File: config.mk
export PLATFORM = sky130hd
export DESIGN_NAME = rx_desc_dispatch
export DESIGN_NICKNAME = d
export VERILOG_FILES = /design/src/rtl/rdd_pkg.sv /design/src/rtl/rdd_ring.sv /design/src/rtl/rdd_ctrl.sv /design/src/rtl/rdd_irq.sv /design/src/rtl/rx_desc_dispatch.sv
export SDC_FILE = /design/constraint.sdc
export NUM_CORES = 1
export LEC_CHECK = 0
export BUFFER_PORTS_ARGS = -buffer_cell sky130_fd_sc_hd__buf_2
export CORE_MARGIN = 2
export CORE_UTILIZATION = 41
export CTS_CLUSTER_DIAMETER = 40
export DETAILED_ROUTE_END_ITERATION = 7
export PLACE_DENSITY = 0.67
export SLEW_MARGIN = 10
export SYNTH_ARGS = -nofsm -noshare
export SYNTH_HDL_FRONTEND = slang
export SYNTH_SLANG_ARGS = --single-unit
File: constraint.sdc
create_clock -name clk -period 5.45 [get_ports clk]
set_clock_uncertainty 0.15 [all_clocks]
set_input_delay 1.09 -clock clk [delete_from_list [all_inputs] [get_ports clk]]
set_output_delay 1.09 -clock clk [all_outputs]
set_load 0.01 [all_outputs]
File: src/rtl/rdd_pkg.sv
package rdd_pkg;
  typedef enum logic [1:0] {
    ST_IDLE     = 2'd0,
    ST_CLASSIFY = 2'd1,
    ST_WRITE    = 2'd2
  } disp_state_e;
endpackage

File: src/rtl/rdd_ring.sv
// Power-of-two ring with wrap-bit pointers; head word readable without popping.
module rdd_ring #(
  parameter int W     = 32,
  parameter int DEPTH = 8
) (
  input  logic         clk,
  input  logic         rst_n,
  input  logic         push,
  input  logic [W-1:0] push_data,
  input  logic         pop,
  output logic [W-1:0] head_data,
  output logic         full,
  output logic         empty
);
  localparam int AW = $clog2(DEPTH);

  logic [AW:0]  wr_ptr_q, wr_ptr_d;
  logic [AW:0]  rd_ptr_q, rd_ptr_d;
  logic [W-1:0] mem_q [DEPTH];
  logic         push_ok, pop_ok;

  assign empty = (wr_ptr_q == rd_ptr_q);
  assign full  = (wr_ptr_q[AW] != rd_ptr_q[AW]) &&
                 (wr_ptr_q[AW-1:0] == rd_ptr_q[AW-1:0]);

  assign push_ok = push && !full;
  assign pop_ok  = pop && !empty;

  always_comb begin
    wr_ptr_d = wr_ptr_q;
    rd_ptr_d = rd_ptr_q;
    if (push_ok) wr_ptr_d = wr_ptr_q + 1'b1;
    if (pop_ok)  rd_ptr_d = rd_ptr_q + 1'b1;
  end

  always_ff @(posedge clk or negedge rst_n) begin
    if (!rst_n) begin
      wr_ptr_q <= '0;
      rd_ptr_q <= '0;
    end else begin
      wr_ptr_q <= wr_ptr_d;
      rd_ptr_q <= rd_ptr_d;
    end
  end

  always_ff @(posedge clk) begin
    if (push_ok) mem_q[wr_ptr_q[AW-1:0]] <= push_data;
  end

  assign head_data = mem_q[rd_ptr_q[AW-1:0]];

  // the dispatcher must never push into a full ring (stall instead of drop)
  assert_no_overflow_R4: assert property (@(posedge clk) disable iff (!rst_n)
    push |-> !full);

  // the oldest entry stays put until it is popped
  assert_head_hold_R3: assert property (@(posedge clk) disable iff (!rst_n)
    (!empty && !pop) |=> (!empty && $stable(head_data)));
endmodule

File: src/rtl/rdd_ctrl.sv
// Dispatch sequencer: offer head to classifier, then copy into chosen ring.
module rdd_ctrl
  import rdd_pkg::*;
#(
  parameter int N_DEST = 4,
  parameter int DESC_W = 32,
  localparam int DEST_W = $clog2(N_DEST)
) (
  input  logic              clk,
  input  logic              rst_n,
  input  logic              in_empty,
  input  logic [DESC_W-1:0] in_head,
  input  logic              cls_ack,
  input  logic [DEST_W-1:0] cls_dest,
  input  logic [N_DEST-1:0] tgt_full,
  output logic              cls_req,
  output logic [DESC_W-1:0] cls_desc,
  output logic              in_pop,
  output logic [N_DEST-1:0] tgt_push,
  output logic [DESC_W-1:0] tgt_wdata,
  output logic              idle
);
  disp_state_e       state_q, state_d;
  logic [DEST_W-1:0] dest_q, dest_d;
  logic              dest_en;
  logic              room;

  assign room      = !tgt_full[dest_q];
  assign cls_req   = (state_q == ST_CLASSIFY);
  assign cls_desc  = in_head;
  assign tgt_wdata = in_head;
  assign idle      = (state_q == ST_IDLE);
  assign in_pop    = (state_q == ST_WRITE) && room;

  always_comb begin
    for (int d = 0; d < N_DEST; d++) begin
      tgt_push[d] = (state_q == ST_WRITE) && (dest_q == DEST_W'(d)) && room;
    end
  end

  always_comb begin
    state_d = state_q;
    dest_en = 1'b0;
    dest_d  = cls_dest;
    unique case (state_q)
      ST_IDLE:     if (!in_empty) state_d = ST_CLASSIFY;
      ST_CLASSIFY: if (cls_ack) begin
                     dest_en = 1'b1;
                     state_d = ST_WRITE;
                   end
      ST_WRITE:    if (room) state_d = ST_IDLE;
      default:     state_d = ST_IDLE;
    endcase
  end

  always_ff @(posedge clk or negedge rst_n) begin
    if (!rst_n) begin
      state_q <= ST_IDLE;
      dest_q  <= '0;
    end else begin
      state_q <= state_d;
      if (dest_en) dest_q <= dest_d;
    end
  end

  // an unanswered request keeps the same descriptor on offer
  assert_cls_hold_R10: assert property (@(posedge clk) disable iff (!rst_n)
    (cls_req && !cls_ack) |=> (cls_req && $stable(cls_desc)));

  // a copy lands in at most one target ring
  assert_single_target_R2: assert property (@(posedge clk) disable iff (!rst_n)
    $onehot0(tgt_push));

  // retiring an input entry only happens together with a target write
  assert_retire_with_copy_R4: assert property (@(posedge clk) disable iff (!rst_n)
    in_pop |-> ($countones(tgt_push) == 1));
endmodule

File: src/rtl/rdd_irq.sv
// Per-destination interrupt generation, direct or timer-moderated.
module rdd_irq #(
  parameter int N_DEST    = 4,
  parameter int MOD_TICKS = 16,
  localparam int TW = $clog2(MOD_TICKS)
) (
  input  logic              clk,
  input  logic              rst_n,
  input  logic              mod_en,
  input  logic [N_DEST-1:0] push,
  input  logic              release_all,
  output logic [N_DEST-1:0] irq
);
  logic [TW-1:0]     timer_q, timer_d;
  logic              tick, fire;
  logic [N_DEST-1:0] pend_q, pend_d;
  logic [N_DEST-1:0] irq_q, irq_d;

  assign tick = mod_en && (timer_q == TW'(MOD_TICKS - 1));
  assign fire = tick || release_all || !mod_en;

  always_comb begin
    if (!mod_en || tick) timer_d = '0;
    else                 timer_d = timer_q + 1'b1;
  end

  for (genvar d = 0; d < N_DEST; d++) begin : g_dest
    always_comb begin
      irq_d[d]  = fire && (pend_q[d] || push[d]);
      pend_d[d] = fire ? 1'b0 : (pend_q[d] || push[d]);
    end

    // without moderation every copy is signalled on the next cycle
    assert_direct_irq_R5: assert property (@(posedge clk) disable iff (!rst_n)
      (!mod_en && push[d]) |=> irq[d]);
  end

  always_ff @(posedge clk or negedge rst_n) begin
    if (!rst_n) begin
      timer_q <= '0;
      pend_q  <= '0;
      irq_q   <= '0;
    end else begin
      timer_q <= timer_d;
      pend_q  <= pend_d;
      irq_q   <= irq_d;
    end
  end

  assign irq = irq_q;

  // a moderated pulse never appears in the middle of a window
  assert_mod_quiet_R6: assert property (@(posedge clk) disable iff (!rst_n)
    (mod_en && !tick && !release_all) |=> (irq == '0));
endmodule

File: src/rtl/rx_desc_dispatch.sv
module rx_desc_dispatch #(
  parameter int N_DEST    = 4,
  parameter int DESC_W    = 32,
  parameter int IN_DEPTH  = 8,
  parameter int TGT_DEPTH = 4,
  parameter int MOD_TICKS = 16,
  localparam int DEST_W = $clog2(N_DEST)
) (
  input  logic                     clk,
  input  logic                     rst_n,
  input  logic                     in_valid,
  input  logic [DESC_W-1:0]        in_desc,
  output logic                     in_ready,
  output logic                     cls_req,
  output logic [DESC_W-1:0]        cls_desc,
  input  logic                     cls_ack,
  input  logic [DEST_W-1:0]        cls_dest,
  input  logic [N_DEST-1:0]        tgt_pop,
  output logic [N_DEST*DESC_W-1:0] tgt_desc,
  output logic [N_DEST-1:0]        tgt_empty,
  output logic [N_DEST-1:0]        irq,
  input  logic                     mod_en,
  input  logic                     flush,
  output logic                     flush_done
);
  logic              in_full, in_empty, in_pop, in_push;
  logic [DESC_W-1:0] in_head;
  logic [N_DEST-1:0] tgt_full, tgt_push;
  logic [DESC_W-1:0] tgt_wdata;
  logic              ctrl_idle;
  logic              flushing_q, flushing_d;
  logic              done_q, done_d;

  assign in_ready = !in_full && !flushing_q;
  assign in_push  = in_valid && in_ready;

  rdd_ring #(.W(DESC_W), .DEPTH(IN_DEPTH)) u_in_ring (
    .clk       (clk),
    .rst_n     (rst_n),
    .push      (in_push),
    .push_data (in_desc),
    .pop       (in_pop),
    .head_data (in_head),
    .full      (in_full),
    .empty     (in_empty)
  );

  rdd_ctrl #(.N_DEST(N_DEST), .DESC_W(DESC_W)) u_ctrl (
    .clk       (clk),
    .rst_n     (rst_n),
    .in_empty  (in_empty),
    .in_head   (in_head),
    .cls_ack   (cls_ack),
    .cls_dest  (cls_dest),
    .tgt_full  (tgt_full),
    .cls_req   (cls_req),
    .cls_desc  (cls_desc),
    .in_pop    (in_pop),
    .tgt_push  (tgt_push),
    .tgt_wdata (tgt_wdata),
    .idle      (ctrl_idle)
  );

  for (genvar d = 0; d < N_DEST; d++) begin : g_tgt
    rdd_ring #(.W(DESC_W), .DEPTH(TGT_DEPTH)) u_tgt_ring (
      .clk       (clk),
      .rst_n     (rst_n),
      .push      (tgt_push[d]),
      .push_data (tgt_wdata),
      .pop       (tgt_pop[d]),
      .head_data (tgt_desc[d*DESC_W +: DESC_W]),
      .full      (tgt_full[d]),
      .empty     (tgt_empty[d])
    );
  end

  always_comb begin
    done_d     = flushing_q && in_empty && ctrl_idle;
    flushing_d = (flushing_q && !done_d) || flush;
  end

  always_ff @(posedge clk or negedge rst_n) begin
    if (!rst_n) begin
      flushing_q <= 1'b0;
      done_q     <= 1'b0;
    end else begin
      flushing_q <= flushing_d;
      done_q     <= done_d;
    end
  end

  assign flush_done = done_q;

  rdd_irq #(.N_DEST(N_DEST), .MOD_TICKS(MOD_TICKS)) u_irq (
    .clk         (clk),
    .rst_n       (rst_n),
    .mod_en      (mod_en),
    .push        (tgt_push),
    .release_all (done_d),
    .irq         (irq)
  );

  // completion is only reported with nothing left in the input ring
  assert_flush_drained_R7: assert property (@(posedge clk) disable iff (!rst_n)
    flush_done |-> (in_empty && !cls_req));

  // the input ring is never written beyond capacity
  assert_in_no_overflow_R8: assert property (@(posedge clk) disable iff (!rst_n)
    in_full |=> !$rose(in_empty));
endmodule

==> run metrics <==
outcome completed; Fin. Hold Viols 0; remaining antenna violation count after routing 0; GRT Util Overall roughly 18%; minimum clock period between 4 and 5 ns; routability cong. 0.716; die area just under 80000 um^2; Post-Route WL about 67 mm; M2 GR Usage just under 30%; area delta synth->final 17.7%; CTS tree done; post-CTS sizing 0; vias in the first global route ~15000; clk_lat worst skew ~0.64 ns; RR Endpoint u_in_ring.mem_q[6][3]; Syn Area/Cell 23.8 um^2; clock power share a little under a third; row count 100; CORE AREA 74300 um^2; CTS root buffer clkbuf_16; largest net degree at the start of global routing between 50 and 60; drt initial violations 1173; Remaining Overflow, GRT 0; met1 Use GR between 20% and 30%; Pre-Repair DR Iteration Count 4; Seq pwr share 42.8%; Seq/Total Area, Yosys between 70% and 80%; most frequent cells in the layout edfxtp_1, buf_2, mux4_2, clkbuf_16, dfrtp_1; FF+latch count, synth between 800 and 900; WP data arrival 3.13 ns; Worst R2R Start u_in_ring.rd_ptr_q[1]; M3 GR Usage roughly 4.5%; most common cell after layout, fill and taps aside edfxtp_1; switching power total just over 6 mW; crit start category flip-flop; chip width 278 um; Combinational Power Share approximately a quarter; P_int about 14 mW; Hold WC Path Type reg -> reg; Worst Path Max Fanout 35; initial antenna violation count 14; unrepaired setup endpoints after global routing false; first-pass GRT wire length between 90 and 100 mm; Crit Path Class reg -> out; worst setup margin around 1.1 ns; setup violators final 0; Tcrit/Tclk final approximately four fifths; Setup Buffers After CTS 0; Clock Tree Buf Depth 3; fin nets between 1500 and 2000; max-cap viol count 0; CP endpoint cls_desc[7]; Remaining DRCs 0; IO Port Bufs 214; Synth Instances 1291; Die H approximately 280 um; VDD IR max between 0.0002 and 0.00025 V; vias per cell approximately 5.3; CP required approximately 4.2 ns; Yosys cell types 33; Relative slew margins between 20% and 30%; routed vias about 14000; CP endpoint kind output pin; CTS Buf Count 95; hold_buf cts 0; Reg2Reg Depth 6; busiest grt layer met2; pre-CTS WS roughly 1.7 ns; fmax between 200 and 250 MHz; Placed Area 33000 um^2; DP HPWL around 41 mm; wire per inst ~26 um; PwrDens 560 nW/um^2; syn_nets between 1000 and 1500; worst setup path start u_in_ring.rd_ptr_q[0]; Yosys warning count 0; Pins Over Slew Limit 0; final instance area ~36000 um^2; Sw Share 30.7%; I/O pin cnt ~220; flop-to-flop setup slack 2.05 ns; Starting Density slightly above 40%; layout cell share with drive strength beyond 1 40.7%; TNS Setup 0 ns; Synth Cell Area approximately 30000 um^2; CTS clk-pin slew, worst paths 0.06 ns; worst-margin pin slew between 1 and 1.5 ns; leakage 12.1 nW; CTS Sinks between 800 and 900; H-tree level count 3
[cell families after synthesis]
kind of cell,Yosys count,share of synthesized area (%)
flip-flops,818,79.1
buffers and inverters,73,1.28
multiplexers,233,15.6
XOR/XNOR,40,1.34
AO/OA/AOI/OAI,12,0.248
AND/OR/NAND/NOR,92,1.49
adder cells (fa/ha/maj),23,0.936
[sequential cells by signal (all words and copies together) (netlist names), 12 cells and up]
signal	flops
g_tgt.u_tgt_ring.mem_q	512
u_in_ring.mem_q	256
g_tgt.u_tgt_ring.rd_ptr_q	12
g_tgt.u_tgt_ring.wr_ptr_q	12
[stage by stage]
stage	util, %	hold WS [ns]	cells	total power [mW]
3_5_place_dp	44.4	0.318	2438	14.2
4_1_cts	48.7	0.325	2614	20.5
2_1_floorplan	-	0.282	1291	12.0
6_report	48.7	0.325	2616	20.2
3_3_place_gp	44.4	0.295	2438	14.0
5_1_grt	48.7	0.346	2615	21.1
[area by class of cell]
type	instances	area, um^2
antenna	2	5.00
clock buffer	108	2460
clock inverter	68	742
fill	5912	38100
inverter	13	48.8
multi-input combinational	400	6110
sequential	818	24300
tap	969	1210
timing repair buffer	238	1280
[cell usage after synthesis]
cell	count	share of area, %
nor2_4	1	0.037
a41oi_2	1	0.053
buf_6	8	0.29
nand3_1	9	0.15
a211oi_1	1	0.024
xnor2_1	15	0.43
edfxtp_1	768	75
and4b_1	1	0.033
buf_2	27	0.44
and3_1	5	0.10
nor2_1	33	0.40
mux4_2	193	14
nand2_1	13	0.16
and2_1	18	0.37
clkbuf_1	17	0.21
nor2b_1	2	0.041
buf_4	7	0.17
nand2_2	1	0.020
o21ai_0	9	0.15
a21o_1	1	0.024
xnor2_2	8	0.42
or2_1	1	0.020
dfrtp_1	50	4.1
inv_1	13	0.16
mux2_2	38	1.4
and3b_1	1	0.028
mux2_1	2	0.073
buf_1	1	0.012
ha_1	23	0.94
nor3_1	2	0.033
nand2b_1	4	0.081
and3_2	1	0.024
xor2_1	17	0.48
[worst max-delay path, stage by stage (launching register included)]
cell and delay, ns:
dfrtp_4 0.87, buf_12 0.36, mux4_2 0.55, mux2_2 0.45, buf_2 0.21
[routing by layer]
metal | vias to the layer above | routed length (um)
li1 | 5927 | -
met1 | 7408 | 27700
met2 | 404 | 33700
met3 | 91 | 4450
met4 | 24 | 1180
met5 | - | 145
[worst min-delay path by stage]
stage	endpoint	slack, ns	startpoint	depth (start not counted)
3_3_place_gp	u_irq.timer_q[0]	0.29	u_irq.timer_q[0]	1
3_5_place_dp	u_irq.timer_q[0]	0.32	u_irq.timer_q[0]	1
6_report	u_irq.timer_q[0]	0.32	u_irq.timer_q[0]	1
4_1_cts	u_irq.timer_q[0]	0.33	u_irq.timer_q[0]	1
5_1_grt	g_tgt[3].u_tgt_ring.wr_ptr_q[2]	0.35	g_tgt[3].u_tgt_ring.wr_ptr_q[2]	1
2_1_floorplan	u_irq.timer_q[0]	0.28	u_irq.timer_q[0]	1
[power groups by stage]
stage	clock network, mW	registers [mW]	logic (mW)
2_1_floorplan	0	8.29	3.72
3_3_place_gp	0	8.80	5.21
3_5_place_dp	0	8.83	5.36
4_1_cts	6.42	8.70	5.39
5_1_grt	6.70	8.75	5.67
6_report	6.32	8.66	5.27
Power figures use the tool's default switching activity.
